==> config.mk <==
export PLATFORM = sky130hd
export DESIGN_NAME = prio_timer
export DESIGN_NICKNAME = d
export VERILOG_FILES = /design/src/rtl/prio_timer_pkg.sv /design/src/rtl/prio_timer_prescale.sv /design/src/rtl/prio_timer_count.sv /design/src/rtl/prio_timer_capture.sv /design/src/rtl/prio_timer_flags.sv /design/src/rtl/prio_timer.sv
export SDC_FILE = /design/constraint.sdc
export NUM_CORES = 1
export LEC_CHECK = 0
export ABC_AREA = 0
export ABC_CLOCK_PERIOD_IN_PS = 3000
export BUFFER_PORTS_ARGS = -buffer_cell sky130_fd_sc_hd__buf_4
export CORE_MARGIN = 2
export CORE_UTILIZATION = 61
export DETAILED_ROUTE_END_ITERATION = 6
export HOLD_SLACK_MARGIN = 0.08
export PLACE_DENSITY = 0.88
export SETUP_SLACK_MARGIN = 0.02
export SLEW_MARGIN = 15
export SYNTH_ARGS = -nofsm -noshare
export SYNTH_HDL_FRONTEND = slang
export SYNTH_HIERARCHICAL = 1
export SYNTH_SLANG_ARGS = --single-unit
==> constraint.sdc <==
create_clock -name clk -period 3 [get_ports clk]
set_input_delay 0.3 -clock clk [delete_from_list [all_inputs] [get_ports clk]]
set_output_delay 0.3 -clock clk [all_outputs]
set_load 0.01 [all_outputs]
==> src/rtl/prio_timer_pkg.sv <==
// Package: register addresses, control field positions and mode codes
// shared by the timer modules. Assumes a 3-bit register address.
package prio_timer_pkg;

    typedef enum logic [2:0] {
        RA_CTRL  = 3'd0,
        RA_PRE   = 3'd1,
        RA_LOAD  = 3'd2,
        RA_CMP   = 3'd3,
        RA_COUNT = 3'd4,
        RA_CAPT  = 3'd5
    } reg_addr_e;

    // Control bits kept in storage; field order fixes bit positions 6..0.
    typedef struct packed {
        logic       cmp_ie;
        logic       ovf_ie;
        logic [2:0] mode;
        logic       pre_en;
        logic       run;
    } ctrl_t;

    localparam int CTRL_BITS   = $bits(ctrl_t);
    localparam int CB_OVF_FLAG = 8;
    localparam int CB_CMP_FLAG = 9;

    localparam logic [2:0] MODE_MEAS_RISE = 3'd4;
    localparam logic [2:0] MODE_MEAS_FALL = 3'd5;
    localparam logic [2:0] MODE_MEAS_BOTH = 3'd6;

    // True for the modes whose compare event comes from the input pin.
    function automatic logic is_measure(input logic [2:0] mode);
        return (mode == MODE_MEAS_RISE) || (mode == MODE_MEAS_FALL) ||
               (mode == MODE_MEAS_BOTH);
    endfunction

endpackage

==> src/rtl/prio_timer_prescale.sv <==
// Prescaler: a down-counter reloaded from the divide value that yields a
// tick each time it sits at zero. When bypassed, or while the timer is
// stopped, it is held at the divide value. With bypass the tick follows run.
module prio_timer_prescale #(
    parameter int PRE_W = 16
) (
    input  logic             clk,
    input  logic             rst_n,
    input  logic             run_i,
    input  logic             pre_en_i,
    input  logic [PRE_W-1:0] div_i,
    output logic             tick_o
);

    logic [PRE_W-1:0] div_q;

    // Purpose: count down, reload at zero, hold while idle or bypassed.
    always_ff @(posedge clk) begin
        if (!rst_n) begin
            div_q <= '0;
        end else if (!run_i || !pre_en_i) begin
            div_q <= div_i;
        end else if (div_q == '0) begin
            div_q <= div_i;
        end else begin
            div_q <= div_q - 1'b1;
        end
    end

    // Purpose: tick every clock when bypassed, else on reaching zero.
    always_comb begin
        tick_o = run_i && (!pre_en_i || (div_q == '0));
    end

    AST_TICK_SPACED: assert property (@(posedge clk) disable iff (!rst_n)
        (run_i && pre_en_i && tick_o && div_i != '0) |=> (!tick_o || !pre_en_i));

endmodule

==> src/rtl/prio_timer_count.sv <==
// Main counter: steps up on each tick, wraps from all ones to the start
// value and reports overflow and match events for the flag stage.
// While stopped it continuously loads the start value.
module prio_timer_count #(
    parameter int CNT_W = 24
) (
    input  logic             clk,
    input  logic             rst_n,
    input  logic             run_i,
    input  logic             tick_i,
    input  logic             measure_i,
    input  logic [CNT_W-1:0] load_i,
    input  logic [CNT_W-1:0] cmp_i,
    output logic [CNT_W-1:0] cnt_o,
    output logic             ovf_evt_o,
    output logic             match_evt_o
);

    localparam logic [CNT_W-1:0] CNT_MAX = '1;

    logic [CNT_W-1:0] cnt_q;
    logic [CNT_W-1:0] cnt_nxt;
    logic             wrap;

    // Purpose: next counter value for a tick, wrapping to the start value.
    always_comb begin
        wrap    = (cnt_q == CNT_MAX);
        cnt_nxt = wrap ? load_i : cnt_q + 1'b1;
    end

    // Purpose: counter register, loaded while stopped, stepped on tick.
    always_ff @(posedge clk) begin
        if (!rst_n) begin
            cnt_q <= '0;
        end else if (!run_i) begin
            cnt_q <= load_i;
        end else if (tick_i) begin
            cnt_q <= cnt_nxt;
        end
    end

    // Purpose: events raised on the same edge as the counter step.
    always_comb begin
        ovf_evt_o   = run_i && tick_i && wrap;
        match_evt_o = run_i && tick_i && !measure_i && (cnt_nxt == cmp_i);
        cnt_o       = cnt_q;
    end

    AST_HOLD_WHEN_OFF: assert property (@(posedge clk) disable iff (!rst_n)
        !run_i |=> (cnt_o == $past(load_i)));
    AST_WRAP_RELOADS: assert property (@(posedge clk) disable iff (!rst_n)
        (run_i && tick_i && cnt_q == CNT_MAX) |=> (cnt_o == $past(load_i)));

endmodule

==> src/rtl/prio_timer_capture.sv <==
// Input stage for the measurement modes: synchronises the pin through
// SYNC_N flip-flops, picks the edge the mode asks for and saves the
// counter value on that edge. The pin may change at any time.
module prio_timer_capture #(
    parameter int CNT_W  = 24,
    parameter int SYNC_N = 2
) (
    input  logic             clk,
    input  logic             rst_n,
    input  logic             tio_i,
    input  logic             run_i,
    input  logic [2:0]       mode_i,
    input  logic [CNT_W-1:0] cnt_i,
    output logic             edge_o,
    output logic [CNT_W-1:0] cap_o
);

    import prio_timer_pkg::*;

    logic [SYNC_N:0]  sync_q;
    logic [CNT_W-1:0] cap_q;
    logic             lvl_now;
    logic             lvl_prev;
    logic             rise;
    logic             fall;

    // Purpose: synchroniser chain plus one stage of history for edges.
    always_ff @(posedge clk) begin
        if (!rst_n) begin
            sync_q <= '0;
        end else begin
            sync_q <= {sync_q[SYNC_N-1:0], tio_i};
        end
    end

    // Purpose: select the edge type required by the active mode.
    always_comb begin
        lvl_now  = sync_q[SYNC_N-1];
        lvl_prev = sync_q[SYNC_N];
        rise     = lvl_now && !lvl_prev;
        fall     = !lvl_now && lvl_prev;
        edge_o   = 1'b0;
        if (run_i) begin
            case (mode_i)
                MODE_MEAS_RISE: edge_o = rise;
                MODE_MEAS_FALL: edge_o = fall;
                MODE_MEAS_BOTH: edge_o = rise || fall;
                default:        edge_o = 1'b0;
            endcase
        end
    end

    // Purpose: capture register, written on each selected edge.
    always_ff @(posedge clk) begin
        if (!rst_n) begin
            cap_q <= '0;
        end else if (edge_o) begin
            cap_q <= cnt_i;
        end
    end

    assign cap_o = cap_q;

    AST_CAPTURE_ON_EDGE: assert property (@(posedge clk) disable iff (!rst_n)
        edge_o |=> (cap_o == $past(cnt_i)));

endmodule

==> src/rtl/prio_timer_flags.sv <==
// Exception flags and fixed-priority arbiter. Each flag sets on its event
// and clears on write-one or on an acknowledge of its granted request.
// A set wins over a clear on the same edge. Overflow outranks compare.
module prio_timer_flags (
    input  logic clk,
    input  logic rst_n,
    input  logic ovf_set_i,
    input  logic cmp_set_i,
    input  logic ovf_w1c_i,
    input  logic cmp_w1c_i,
    input  logic ovf_ie_i,
    input  logic cmp_ie_i,
    input  logic ack_i,
    output logic ovf_flag_o,
    output logic cmp_flag_o,
    output logic irq_ovf_o,
    output logic irq_cmp_o,
    output logic irq_req_o,
    output logic irq_id_o
);

    logic ovf_q;
    logic cmp_q;
    logic ovf_ack;
    logic cmp_ack;

    // Purpose: gate flags into requests and route the acknowledge.
    always_comb begin
        irq_ovf_o = ovf_q && ovf_ie_i;
        irq_cmp_o = cmp_q && cmp_ie_i;
        irq_req_o = irq_ovf_o || irq_cmp_o;
        irq_id_o  = irq_ovf_o;
        ovf_ack   = ack_i && irq_ovf_o;
        cmp_ack   = ack_i && irq_cmp_o && !irq_ovf_o;
    end

    // Purpose: overflow flag, set has priority over either clear.
    always_ff @(posedge clk) begin
        if (!rst_n) begin
            ovf_q <= 1'b0;
        end else if (ovf_set_i) begin
            ovf_q <= 1'b1;
        end else if (ovf_w1c_i || ovf_ack) begin
            ovf_q <= 1'b0;
        end
    end

    // Purpose: compare flag, set has priority over either clear.
    always_ff @(posedge clk) begin
        if (!rst_n) begin
            cmp_q <= 1'b0;
        end else if (cmp_set_i) begin
            cmp_q <= 1'b1;
        end else if (cmp_w1c_i || cmp_ack) begin
            cmp_q <= 1'b0;
        end
    end

    assign ovf_flag_o = ovf_q;
    assign cmp_flag_o = cmp_q;

    AST_SET_WINS: assert property (@(posedge clk) disable iff (!rst_n)
        (ovf_set_i && ovf_w1c_i) |=> ovf_flag_o);
    AST_FLAG_HOLDS: assert property (@(posedge clk) disable iff (!rst_n)
        (!ovf_set_i && !ovf_w1c_i && !ack_i) |=> $stable(ovf_flag_o));
    AST_ACK_SPARES_LOWER: assert property (@(posedge clk) disable iff (!rst_n)
        (ack_i && irq_ovf_o && !cmp_set_i && !cmp_w1c_i) |=> (cmp_flag_o == $past(cmp_flag_o)));
    AST_ACK_CLEARS_GRANT: assert property (@(posedge clk) disable iff (!rst_n)
        (ack_i && irq_ovf_o && !ovf_set_i) |=> !ovf_flag_o);

endmodule

==> src/rtl/prio_timer.sv <==
// Timer channel top: register file and read mux around the prescaler,
// counter, input capture and flag/arbiter stages. Assumes software writes
// configuration before setting run. Reads are combinational on the address.
module prio_timer #(
    parameter int CNT_W  = 24,
    parameter int PRE_W  = 16,
    parameter int SYNC_N = 2
) (
    input  logic             clk,
    input  logic             rst_n,
    input  logic             bus_wr_i,
    input  logic [2:0]       bus_addr_i,
    input  logic [CNT_W-1:0] bus_wdata_i,
    output logic [CNT_W-1:0] bus_rdata_o,
    input  logic             tio_i,
    output logic             irq_ovf_o,
    output logic             irq_cmp_o,
    output logic             irq_req_o,
    output logic             irq_id_o,
    input  logic             irq_ack_i
);

    import prio_timer_pkg::*;

    localparam int DATA_W = CNT_W;

    ctrl_t            ctrl_q;
    logic [PRE_W-1:0] div_q;
    logic [CNT_W-1:0] load_q;
    logic [CNT_W-1:0] cmp_q;
    logic [CNT_W-1:0] cnt;
    logic [CNT_W-1:0] cap;
    logic [DATA_W-1:0] ctrl_word;
    logic             tick;
    logic             measure;
    logic             ovf_evt;
    logic             match_evt;
    logic             edge_evt;
    logic             ctrl_wr;
    logic             ovf_flag;
    logic             cmp_flag;

    // Purpose: decode control writes and the measurement-mode flag.
    always_comb begin
        ctrl_wr = bus_wr_i && (bus_addr_i == RA_CTRL);
        measure = is_measure(ctrl_q.mode);
    end

    // Purpose: configuration registers written from the bus.
    always_ff @(posedge clk) begin
        if (!rst_n) begin
            ctrl_q <= '0;
            div_q  <= '0;
            load_q <= '0;
            cmp_q  <= '0;
        end else if (bus_wr_i) begin
            case (bus_addr_i)
                RA_CTRL: ctrl_q <= ctrl_t'(bus_wdata_i[CTRL_BITS-1:0]);
                RA_PRE:  div_q  <= bus_wdata_i[PRE_W-1:0];
                RA_LOAD: load_q <= bus_wdata_i;
                RA_CMP:  cmp_q  <= bus_wdata_i;
                default: ;
            endcase
        end
    end

    prio_timer_prescale #(.PRE_W(PRE_W)) i_prescale (
        .clk      (clk),
        .rst_n    (rst_n),
        .run_i    (ctrl_q.run),
        .pre_en_i (ctrl_q.pre_en),
        .div_i    (div_q),
        .tick_o   (tick)
    );

    prio_timer_count #(.CNT_W(CNT_W)) i_count (
        .clk         (clk),
        .rst_n       (rst_n),
        .run_i       (ctrl_q.run),
        .tick_i      (tick),
        .measure_i   (measure),
        .load_i      (load_q),
        .cmp_i       (cmp_q),
        .cnt_o       (cnt),
        .ovf_evt_o   (ovf_evt),
        .match_evt_o (match_evt)
    );

    prio_timer_capture #(.CNT_W(CNT_W), .SYNC_N(SYNC_N)) i_capture (
        .clk    (clk),
        .rst_n  (rst_n),
        .tio_i  (tio_i),
        .run_i  (ctrl_q.run),
        .mode_i (ctrl_q.mode),
        .cnt_i  (cnt),
        .edge_o (edge_evt),
        .cap_o  (cap)
    );

    prio_timer_flags i_flags (
        .clk        (clk),
        .rst_n      (rst_n),
        .ovf_set_i  (ovf_evt),
        .cmp_set_i  (match_evt || edge_evt),
        .ovf_w1c_i  (ctrl_wr && bus_wdata_i[CB_OVF_FLAG]),
        .cmp_w1c_i  (ctrl_wr && bus_wdata_i[CB_CMP_FLAG]),
        .ovf_ie_i   (ctrl_q.ovf_ie),
        .cmp_ie_i   (ctrl_q.cmp_ie),
        .ack_i      (irq_ack_i),
        .ovf_flag_o (ovf_flag),
        .cmp_flag_o (cmp_flag),
        .irq_ovf_o  (irq_ovf_o),
        .irq_cmp_o  (irq_cmp_o),
        .irq_req_o  (irq_req_o),
        .irq_id_o   (irq_id_o)
    );

    // Purpose: assemble the readable control/status word.
    always_comb begin
        ctrl_word                  = '0;
        ctrl_word[CTRL_BITS-1:0]   = ctrl_q;
        ctrl_word[CB_OVF_FLAG]     = ovf_flag;
        ctrl_word[CB_CMP_FLAG]     = cmp_flag;
    end

    // Purpose: read multiplexer, zero for unmapped addresses.
    always_comb begin
        case (bus_addr_i)
            RA_CTRL:  bus_rdata_o = ctrl_word;
            RA_PRE:   bus_rdata_o = DATA_W'(div_q);
            RA_LOAD:  bus_rdata_o = load_q;
            RA_CMP:   bus_rdata_o = cmp_q;
            RA_COUNT: bus_rdata_o = cnt;
            RA_CAPT:  bus_rdata_o = cap;
            default:  bus_rdata_o = '0;
        endcase
    end

    AST_REQ_NEEDS_ENABLE: assert property (@(posedge clk) disable iff (!rst_n)
        (!ctrl_q.ovf_ie && !ctrl_q.cmp_ie) |-> !irq_req_o);
    AST_OVF_GRANT_FIRST: assert property (@(posedge clk) disable iff (!rst_n)
        (irq_ovf_o && irq_cmp_o) |-> irq_id_o);
    AST_STOPPED_NO_FLAG: assert property (@(posedge clk) disable iff (!rst_n)
        (!ctrl_q.run && !ovf_flag) |=> !ovf_flag);

endmodule

==> run metrics <==
CTS Buffer Depth 2; minimum clock period approximately 2800 ps; Synth Net Count between 1000 and 1500; final setup fails 0; Combinational Power Share under 10%; critical path type register to register; Synth Flop Type dfxtp_1; clock sinks 140; maximum fanout along the worst path 9; vias in the first global route 8111; Fmax between 300 and 400 MHz; RSZ-0062 raised after global routing no; crit path DAT 3200 ps; Initial Util 62.4%; Max Cap Violations 0; drt wl/cell 22.8 um; maximum vdd drop 0.412 mV; H-tree lvl count 4; Setup Skew 13.6 ps; WP data required 3370 ps; pre-CTS WS 207 ps; Slew @ Worst Pin 888 ps; core area 13800 um2; DIE AREA around 15000 um2; Residual DRC 0; startpoint types register; Flop pwr share 44.1%; I/O pins 60; gr usage total around 40%; power per cell area 443 nW/um2; Vias/cell around 6.8; number of flops mapped to enable cells by yosys 0; vias 8731; Max Transition Viols Final 0; Reg2Reg Depth 10; post-synthesis sequential area ratio 32.5%; setup TNS 0 ps; CP endpoint kind register; Worst-Skew Late Latency around 430 ps; Post-synth ARST share 0%; Unique masters post-synth 88; clock share of power 46.0%; final hold viol count 0; Post-Syn Area 8630 um2; status finished, final reports clean; area grow syn2layout 14.9%; Sw Pwr 1240 uW; Internal Power 3150 uW; Worst slew margin between 40% and 50%; Worst Hold Launch bus_wdata_i[21]; Hold Path Class primary input to register; r2r endpoint i_flags/cmp_flag_o; initial antenna violation count 0; die height 123 um; Yosys reg bits between 100 and 150; Worst Hold End cmp_q[21]; sw frac between 20% and 30%; Crit path largest cell delay 540 ps; pin count of the biggest net entering global routing 47; first-pass GRT wire length around 45000 um; Reg clk slew, reported paths ~70 ps; WL final between 20000 and 30000 um; grt ovf 0; post-route cell area 9910 um2; Detailed Route Iter0 Violations 1124; IO buf count 59; chip width 123 um; ant diodes 0; highest-delay cell along the critical path dfxtp_1; Mapped Cells 1035; # rows 43; FF-to-FF Start i_count/cnt_o[9]; share of layout cells above drive strength 1 around a fifth; GP Congestion ~1.0; Reg2Reg Setup Slack between 150 and 200 ps; Final ANT Viol Nets 0; Final HPWL DP slightly above 20000 um; CTS tree done; CP Cell Sequence and3_1 > nand4_4 > or4_1 > and4_1 > a311oi_2 > o2111ai_1 > nor4_2 > or2_2 > nand2_1 > o21ai_1; syn_area_per_cell between 8 and 9 um2; CTS Buf Count 17; crit share post-route a little over nine tenths; CTS root buffer clkbuf_16; placed cell areas 9330 um2; LEAKAGE 0.00359 uW; Nets 1133; final setup margin 171 ps; DRT Pass-1 Iters 6; Syn. warnings 6; Hold Path Stages 3
[worst max-delay path by stage]
stage                   startpoint            endpoint
2_1_floorplan  i_prescale/div_q[0]  i_flags/cmp_flag_o
3_3_place_gp      i_count/cnt_o[6]  i_flags/cmp_flag_o
3_5_place_dp      i_count/cnt_o[6]  i_flags/cmp_flag_o
4_1_cts           i_count/cnt_o[6]  i_flags/cmp_flag_o
5_1_grt           i_count/cnt_o[9]  i_flags/cmp_flag_o
6_report          i_count/cnt_o[9]  i_flags/cmp_flag_o
[area by class of cell]
cell class                 count  area [um2]
inverter                      23        86.3
clock buffer                  17         425
clock inverter                15         130
timing repair buffer         121         923
tap                          180         225
multi-input combinational    793        5320
sequential                   140        2800
fill                        1020        3920
[cells in the final DEF (no fill, tap or decap), types with 15 or more instances in the layout]
cell / count
xnor2_1: 28
a21boi_1: 54
mux2i_1: 58
dfxtp_1: 139
buf_4: 119
a22oi_1: 18
a21oi_1: 45
o22ai_1: 17
xor2_1: 15
mux2_2: 19
inv_1: 21
o21ai_0: 24
clkbuf_16: 17
nand4_1: 17
nor2_1: 35
nand2_1: 215
nand3_1: 25
[cell families after synthesis]
kind of cell | after synthesis | synth area share, %
buffers and inverters | 102 | 6.34
AO/OA/AOI/OAI | 257 | 21.4
multiplexers | 86 | 10.5
XOR/XNOR | 43 | 4.36
flip-flops | 140 | 32.5
AND/OR/NAND/NOR | 402 | 24.2
adder cells (fa/ha/maj) | 5 | 0.725
[state kept, by name, summed over array words and instances, names as in the netlist]
register	flops
ctrl_q	7
i_capture/sync_q	3
i_flags/cmp_flag_o	1
div_q	16
i_count/cnt_o	24
cmp_q	24
load_q	24
i_flags/ovf_flag_o	1
i_prescale/div_q	16
i_capture/cap_o	24
[stage by stage]
stage | total power, uW | hold slack (ps) | instances | utilization, %
finish | 4390 | 119 | 1289 | 71.7
global route | 4510 | 114 | 1289 | 71.7
CTS | 4360 | 118 | 1289 | 71.6
detailed placement | 2380 | 433 | 1256 | 67.5
global placement | 2380 | 417 | 1256 | 67.5
floorplan | 2230 | 412 | 1035 | -
[cell usage after synthesis, drive strengths merged, types with 7 or more instances]
| library cell | number | area share, % |
|---|---|---|
| xnor2 | 28 | 2.8 |
| dfxtp | 140 | 32 |
| nor3 | 15 | 1.1 |
| xor2 | 15 | 1.5 |
| nor2b | 12 | 0.90 |
| a22oi | 18 | 1.6 |
| mux2i | 58 | 6.7 |
| a211oi | 21 | 2.5 |
| o22ai | 17 | 1.2 |
| nand3 | 26 | 1.6 |
| nor2 | 37 | 1.7 |
| clkbuf | 34 | 1.5 |
| buf | 45 | 3.8 |
| mux2 | 27 | 3.5 |
| a31oi | 7 | 0.51 |
| o21ai | 29 | 1.7 |
| a21boi | 68 | 5.9 |
| inv | 21 | 0.91 |
| nor4 | 16 | 2.0 |
| a221oi | 10 | 1.0 |
| a21oi | 45 | 2.6 |
| nand4 | 22 | 2.2 |
| nand2 | 215 | 9.4 |
| and2 | 12 | 0.90 |
[layer usage]
| layer | GRT usage (%) | share of wire, % | vias up |
|---|---|---|---|
| met2 | 59.3 | 43 | 664 |
| met1 | 53.9 | 40 | 4067 |
| li1 | - | - | 3841 |
| met3 | 8.58 | 11 | 159 |
| met4 | 21.2 | 5.8 | 0 |
| met5 | 0 | 0 | - |
[timing repair]
action | in CTS | in global routing
hold endpoints to repair | 1 | 0
buffers inserted | 0 | 0
setup endpoints to repair | 0 | 1
hold buffers | 1 | 0
gates resized for setup | 0 | 4
[power by group through the flow]
stage	combinational, uW	clock, uW	sequential [uW]
floorplan	272	0	1960
global placement	403	0	1970
detailed placement	409	0	1970
CTS	417	2010	1930
global route	454	2110	1940
finish	431	2020	1940
[critical path, delay by kind of cell, from the launching register on]
kind / cells / cell delay [ps]
compound gates: 3 / 520
simple gates: 7 / 1720
flops: 1 / 540
No activity file was read; power rests on OpenSTA's default activity.
